$ cat src/rtl/ep_cfg_pkg.sv
package ep_cfg_pkg;
    localparam int NUM_EP    = 16;
    localparam int IDX_W     = 4;
    localparam int CODE_W    = 3;
    localparam int SIZE_UNIT = 8;

    typedef struct packed {
        logic              spare;
        logic [CODE_W-1:0] size_code;
        logic              iso;
        logic              dbl;
        logic              dir_in;
        logic              en;
    } ep_cfg_t;

    localparam logic [7:0] CTL_OUT_CFG = 8'h31;
    localparam logic [7:0] CTL_IN_CFG  = 8'h33;

    function automatic logic alloc_changes(ep_cfg_t a, ep_cfg_t b);
        return (a.en != b.en) || (a.dbl != b.dbl) || (a.size_code != b.size_code);
    endfunction
endpackage

$ cat src/rtl/ep_cmd_decode.sv
module ep_cmd_decode
    import ep_cfg_pkg::*;
(
    input  logic             clk,
    input  logic             rst_n,
    input  logic             cmd_wr,
    input  logic             dat_wr,
    input  logic             dat_rd,
    input  logic [7:0]       code,
    output logic             wr_fire,
    output logic             rd_active,
    output logic [IDX_W-1:0] sel_idx
);
    typedef struct packed {
        logic             valid;
        logic             is_wr;
        logic [IDX_W-1:0] idx;
    } pend_t;

    pend_t st_d, st_q;

    always_comb begin
        st_d    = st_q;
        wr_fire = !cmd_wr && dat_wr && st_q.valid && st_q.is_wr;
        if (cmd_wr) begin
            st_d.valid = (code[7:5] == 3'b001);
            st_d.is_wr = ~code[4];
            st_d.idx   = code[IDX_W-1:0];
        end else if (wr_fire || (dat_rd && st_q.valid && !st_q.is_wr)) begin
            st_d.valid = 1'b0;
        end
    end

    always_ff @(posedge clk or negedge rst_n) begin
        if (!rst_n) st_q <= '0;
        else        st_q <= st_d;
    end

    assign rd_active = st_q.valid && !st_q.is_wr;
    assign sel_idx   = st_q.idx;
endmodule

$ cat src/rtl/ep_alloc_calc.sv
module ep_alloc_calc
    import ep_cfg_pkg::*;
#(
    parameter int SUM_W = 16
) (
    input  ep_cfg_t [NUM_EP-1:0]            cfg,
    output logic    [NUM_EP-1:0][SUM_W-1:0] base,
    output logic    [NUM_EP-1:0][SUM_W-1:0] len,
    output logic    [SUM_W-1:0]             total
);
    for (genvar i = 0; i < NUM_EP; i++) begin : g_ep
        assign len[i] = cfg[i].en
                      ? ((SUM_W'(SIZE_UNIT) << cfg[i].size_code) << cfg[i].dbl)
                      : '0;
        if (i == 0) begin : g_first
            assign base[i] = '0;
        end else begin : g_next
            assign base[i] = base[i-1] + len[i-1];
        end
    end

    assign total = base[NUM_EP-1] + len[NUM_EP-1];
endmodule

$ cat src/rtl/ep_cfg_unit.sv
module ep_cfg_unit
    import ep_cfg_pkg::*;
#(
    parameter int MEM_BYTES = 2048,
    parameter int DATA_W    = 16,
    localparam int MAX_BYTES = 2 * (SIZE_UNIT << ((1 << CODE_W) - 1)),
    localparam int SUM_W     = $clog2(NUM_EP * MAX_BYTES + 1)
) (
    input  logic                    clk,
    input  logic                    rst_n,
    input  logic                    cmd_wr,
    input  logic                    dat_wr,
    input  logic                    dat_rd,
    input  logic [DATA_W-1:0]       data_in,
    output logic [DATA_W-1:0]       data_out,
    input  logic                    bus_reset,
    output logic [NUM_EP*SUM_W-1:0] ep_base,
    output logic [NUM_EP*SUM_W-1:0] ep_len,
    output logic                    mem_valid,
    output logic                    alloc_ovf
);
    typedef struct packed {
        ep_cfg_t [NUM_EP-1:0]            cfg;
        logic    [IDX_W-1:0]             seq;
        logic                            alloc_pend;
        logic                            mem_valid;
        logic                            ovf;
        logic    [NUM_EP-1:0][SUM_W-1:0] base;
        logic    [NUM_EP-1:0][SUM_W-1:0] len;
    } state_t;

    state_t st_d, st_q;

    logic                            wr_fire;
    logic                            rd_active;
    logic [IDX_W-1:0]                sel_idx;
    logic [NUM_EP-1:0][SUM_W-1:0]    calc_base;
    logic [NUM_EP-1:0][SUM_W-1:0]    calc_len;
    logic [SUM_W-1:0]                calc_total;
    logic [NUM_EP-1:0]               en_vec;
    ep_cfg_t                         new_cfg;

    ep_cmd_decode u_dec (
        .clk       (clk),
        .rst_n     (rst_n),
        .cmd_wr    (cmd_wr),
        .dat_wr    (dat_wr),
        .dat_rd    (dat_rd),
        .code      (data_in[7:0]),
        .wr_fire   (wr_fire),
        .rd_active (rd_active),
        .sel_idx   (sel_idx)
    );

    ep_alloc_calc #(.SUM_W(SUM_W)) u_calc (
        .cfg   (st_q.cfg),
        .base  (calc_base),
        .len   (calc_len),
        .total (calc_total)
    );

    always_comb begin
        case (sel_idx)
            IDX_W'(0): new_cfg = ep_cfg_t'(CTL_OUT_CFG);
            IDX_W'(1): new_cfg = ep_cfg_t'(CTL_IN_CFG);
            default:   new_cfg = ep_cfg_t'(data_in[7:0]);
        endcase
    end

    always_comb begin
        st_d = st_q;
        // allocation one edge after the pass completes
        if (st_q.alloc_pend) begin
            st_d.base       = calc_base;
            st_d.len        = calc_len;
            st_d.mem_valid  = 1'b1;
            st_d.ovf        = (calc_total > SUM_W'(MEM_BYTES));
            st_d.alloc_pend = 1'b0;
        end
        if (wr_fire) begin
            if (alloc_changes(new_cfg, st_q.cfg[sel_idx])) begin
                st_d.mem_valid  = 1'b0;
                st_d.alloc_pend = 1'b0;
            end
            st_d.cfg[sel_idx] = new_cfg;
            if (sel_idx == st_q.seq) begin
                if (sel_idx == IDX_W'(NUM_EP - 1)) begin
                    st_d.seq        = '0;
                    st_d.alloc_pend = 1'b1;
                end else begin
                    st_d.seq = st_q.seq + 1'b1;
                end
            end else begin
                st_d.seq = (sel_idx == '0) ? IDX_W'(1) : '0;
            end
        end
        if (bus_reset) begin
            for (int i = 0; i < NUM_EP; i++) st_d.cfg[i].en = 1'b0;
            st_d.mem_valid  = 1'b0;
            st_d.ovf        = 1'b0;
            st_d.alloc_pend = 1'b0;
            st_d.seq        = '0;
        end
    end

    always_ff @(posedge clk or negedge rst_n) begin
        if (!rst_n) st_q <= '0;
        else        st_q <= st_d;
    end

    always_comb begin
        for (int i = 0; i < NUM_EP; i++) en_vec[i] = st_q.cfg[i].en;
    end

    if (DATA_W > 8) begin : g_wide
        logic unused_hi;
        assign unused_hi = ^data_in[DATA_W-1:8];
        assign data_out  = {{(DATA_W-8){1'b0}}, rd_active ? st_q.cfg[sel_idx] : 8'h00};
    end else begin : g_narrow
        assign data_out  = rd_active ? st_q.cfg[sel_idx] : 8'h00;
    end

    assign ep_base   = st_q.base;
    assign ep_len    = st_q.len;
    assign mem_valid = st_q.mem_valid;
    assign alloc_ovf = st_q.ovf;
endmodule

$ cat config.mk
export PLATFORM = sky130hd
export DESIGN_NAME = ep_cfg_unit
export DESIGN_NICKNAME = d
export VERILOG_FILES = /design/src/rtl/ep_cfg_pkg.sv /design/src/rtl/ep_cmd_decode.sv /design/src/rtl/ep_alloc_calc.sv /design/src/rtl/ep_cfg_unit.sv
export SDC_FILE = /design/constraint.sdc
export NUM_CORES = 1
export LEC_CHECK = 0
export ABC_AREA = 1
export BUFFER_PORTS_ARGS = -buffer_cell sky130_fd_sc_hd__buf_2
export CAP_MARGIN = 0
export CORE_MARGIN = 10
export CORE_UTILIZATION = 48
export DETAILED_ROUTE_END_ITERATION = 12
export PLACE_DENSITY = 0.66
export SYNTH_ARGS = -nofsm -noshare
export SYNTH_HDL_FRONTEND = slang
export SYNTH_HIERARCHICAL = 1
export SYNTH_SLANG_ARGS = --single-unit
$ cat constraint.sdc
create_clock -name clk -period 12.65 [get_ports clk]
set_clock_uncertainty 0.1 [all_clocks]
set_input_delay 1.8975 -clock clk [delete_from_list [all_inputs] [get_ports clk]]
set_output_delay 1.8975 -clock clk [all_outputs]
set_load 0.01 [all_outputs]
==> results by group <==
Run status
  • Result of the run: complete, no violations

Critical path
  • Endpoint of the worst register-to-register path: alloc_ovf
  • Crit end category: register
  • Depth of the worst register-to-register path: between 40 and 50
  • Cell type of the slowest stage on the worst timing path: sky130_fd_sc_hd__fa_1
  • Kind of critical path: reg2reg
  • Data arrival at the endpoint of the critical path: 12.55 ns
  • Worst Path Required: approximately 13 ns
  • Largest fanout of any net on the critical path: 4
  • CP startpoint kind: register
  • Max incr delay on CP: between 0.6 and 0.7 ns
  • Cell repeated most along the worst path: sky130_fd_sc_hd__fa_2
  • Worst r2r src: st_q[524]
  • Worst reg2reg setup slack: around 0.48 ns

Logic synthesis
  • Share of async-settable or async-resettable flops after synthesis: 100.0%
  • Leading cell types by count after synthesis: sky130_fd_sc_hd__nand2_1 (2,053), sky130_fd_sc_hd__buf_4 (722), sky130_fd_sc_hd__dfrtp_1 (653)
  • Number of warnings printed during yosys synthesis: 6
  • Dominant synthesized flop cell: sky130_fd_sc_hd__dfrtp_1
  • Synth area leader: sky130_fd_sc_hd__dfrtp_1
  • Sequential cell area fraction in the yosys report: around two fifths
  • Largest cells by area after synthesis: sky130_fd_sc_hd__dfrtp_1 (41%), sky130_fd_sc_hd__nand2_1 (19%), sky130_fd_sc_hd__buf_4 (14%)
  • Most numerous cell in the Yosys netlist: sky130_fd_sc_hd__nand2_1
  • Unique masters post-synth: 45
  • Share of Yosys cell area claimed by the top area cell type: 40.94%
  • Count of flip-flops with a built-in enable after synthesis: 0
  • Cells after synthesis: about 5,200
  • Syn_area_per_cell: 7.653 um2
  • Post-synthesis instance area: 39,910 um2
  • Post-synthesis sequential element count: about 650

Finish
  • Final nets: around 5,500
  • Layout Cells excl Fill: between 6,000 and 7,000
  • Fillers: around 8,000
  • Fraction of layout cells with a size suffix above 1: approximately 22%
  • Final cell area excluding filler cells: around 44,000 um2
  • Syn-to-layout area delta: 10.35%

Place
  • Placer Congestion: ~0.9
  • Placed cell count: between 6,000 and 7,000
  • Post-detailed-placement cell area: between 40,000 and 50,000 um2
  • Number of port buffers: between 500 and 600
  • HPWL after detailed placement: a little under 80,000 um

STA
  • Pin slew with the least headroom to its limit: around 1.1 ns
  • Post-route clock period utilization: between 90% and 100%
  • TNS Setup: 0 ns
  • Min Tclk post-route: ~12 ns
  • Final hold vios: 0
  • Max Fclk: slightly above 80 MHz
  • Number of slew-limit violations in the final report: 0
  • Relative slew slack: 23.45%
  • Final setup vio count: 0

Clock network
  • Clock latency at the later pin of the worst-skew pair: ~0.61 ns
  • Post-cts hold buffer count: 0
  • TritonCTS clock tree: built
  • Clk pin slew, worst setup/hold paths: 0.06 ns
  • Clock buffer count from CTS: 77
  • Root buffer cell: sky130_fd_sc_hd__clkbuf_16
  • Maximum buffer depth of the clock tree: 3
  • Clock Sinks: 653
  • Number of levels the H-tree was split into: 3

Floorplan
  • Cell Rows: approximately 110
  • Placeable Area: 82,240 um2
  • X dimension of the die: 308.4 um
  • Area enclosed by the die boundary: 95,080 um2
  • Initial cell density of the core: between 40% and 50%
  • Y dimension of the die: 308.4 um
  • # IOs: between 500 and 600

Routing
  • Per-cell routed wire length: ~17 um
  • Vias per std cell: just under 5
  • Total number of vias: ~31,000
  • First-pass iteration count of the detailed router: 5
  • Antenna Violating Nets Remaining: 0
  • Number of DRC markers after the initial detailed-route iteration: ~2,400
  • Final WL: about 110,000 um
  • Total DRC errors in the routed layout: 0

Global route
  • Total congestion overflow after global routing: 0
  • Pin count of the biggest net entering global routing: 230
  • Number of global-route vias before repair: 29,914
  • Aggregate global-route resource usage: ~22%
  • Global-route wire length before repair: 167,100 um
  • Number of antenna violations at the first check in global routing: 1

Power and ir drop
  • Leakage power: ~0.024 uW
  • Power per cell area: around 100 nW/um2
  • VDD IR-drop max: roughly 100 uV
  • Overall power: approximately 4600 uW

Hold path
  • Classification of the worst-slack hold path: reg2reg
  • Worst hold stages: 2
  • Hold path start: ep_len[2]
  • Hold Path End: ep_len[2]

Job
  • Max Cap Viol: 0
[cells in the final DEF (no fill, tap or decap), types with 59 or more instances in the layout]
| cell type | instances |
|---|---|
| sky130_fd_sc_hd__a21oi_1 | 104 |
| sky130_fd_sc_hd__buf_4 | 193 |
| sky130_fd_sc_hd__inv_1 | 374 |
| sky130_fd_sc_hd__o21ai_0 | 146 |
| sky130_fd_sc_hd__clkbuf_16 | 80 |
| sky130_fd_sc_hd__conb_1 | 195 |
| sky130_fd_sc_hd__buf_2 | 534 |
| sky130_fd_sc_hd__nand3_1 | 164 |
| sky130_fd_sc_hd__o22ai_1 | 120 |
| sky130_fd_sc_hd__ha_1 | 95 |
| sky130_fd_sc_hd__nand2_2 | 59 |
| sky130_fd_sc_hd__nand2_1 | 2052 |
| sky130_fd_sc_hd__dfrtp_1 | 652 |
| sky130_fd_sc_hd__nor2_1 | 150 |
[kinds of logic (layout without fill, tap and decap cells)]
kind of cell	Yosys count	count (layout)	share of synthesized area, %
buffers and inverters	1263	1269	18.73
other	2	196	0.01882
adder cells (fa/ha/maj)	151	151	4.978
AND/OR/NAND/NOR	2550	2550	26.03
AO/OA/AOI/OAI	486	486	6.887
XOR/XNOR	110	110	2.414
flip-flops	653	653	40.94
[metrics by stage]
stage          setup WS (ns)  util [%]  hold WS, ns
6_report              0.4845     53.55       0.3604
5_1_grt              -0.1012     53.55       0.3795
4_1_cts             0.002522     52.09       0.3666
3_5_place_dp         -0.3095     48.68       0.3526
3_3_place_gp         -0.1518     48.68       0.3477
2_1_floorplan          1.422         -       0.3365
[critical path, delay by kind of cell, from the launching register on]
kind	cells	cell delay, ns
AO/OA/AOI/OAI	8	1.79
XOR/XNOR	7	1.37
adder cells (fa/ha/maj)	15	6.71
buffers and inverters	6	0.66
flip-flops	1	0.38
AND/OR/NAND/NOR	10	1.04
[state kept, by name (all words and copies together), names as in the netlist]
| register | flops |
|---|---|
| ep_base | 256 |
| en_vec | 16 |
| u_dec/st_q | 2 |
| alloc_ovf | 1 |
| st_q | 117 |
| u_dec/sel_idx | 4 |
| mem_valid | 1 |
| ep_len | 256 |
[layer usage]
layer	routed length (um)	part of all wire, %	GRT usage, %	vias to the layer above
met5	13	0.012	0	-
met4	3399	3.1	7.554	2
met1	46860	43	28.22	14581
met2	50520	47	35.84	765
li1	-	-	-	15697
met3	7720	7.1	5.509	167
[cell type report]
| type | instances | area [um2] | area share [%] |
|---|---|---|---|
| sequential | 653 | 16340 | 37.11 |
| inverter | 400 | 1509 | 3.426 |
| clock inverter | 30 | 295.3 | 0.6705 |
| clock buffer | 107 | 2293 | 5.208 |
| multi-input combinational | 3492 | 18040 | 40.96 |
| tap | 1070 | 1339 | 3.040 |
| timing repair buffer | 732 | 4217 | 9.574 |
| antenna | 1 | 2.502 | 0.005682 |
[worst max-delay path by stage]
stage / slack, ns / start / end / cells past startpoint
after floorplan: 1.42 / st_q[525] / alloc_ovf / 50
final: 0.48 / st_q[524] / alloc_ovf / 46
after detailed placement: -0.31 / st_q[523] / alloc_ovf / 54
after global placement: -0.15 / st_q[523] / alloc_ovf / 55
after global routing: -0.10 / st_q[533] / alloc_ovf / 63
after CTS: 0.003 / st_q[523] / alloc_ovf / 62
[power by group]
| group | leakage [uW] | total [uW] | internal (uW) | switching, uW |
|---|---|---|---|---|
| Combinational | 0.0148 | 183 | 38.5 | 144 |
| Clock | 0.00127 | 2270 | 1350 | 918 |
| Sequential | 0.00796 | 2130 | 2110 | 21.6 |
[timing repair]
action / 4_1_cts / 5_1_grt
endpoints found under the setup margin: 3 / 6
gates resized for setup: 27 / 182
pin swaps: 13 / 61
setup buffers: 9 / 17
Power figures use the tool's default switching activity.
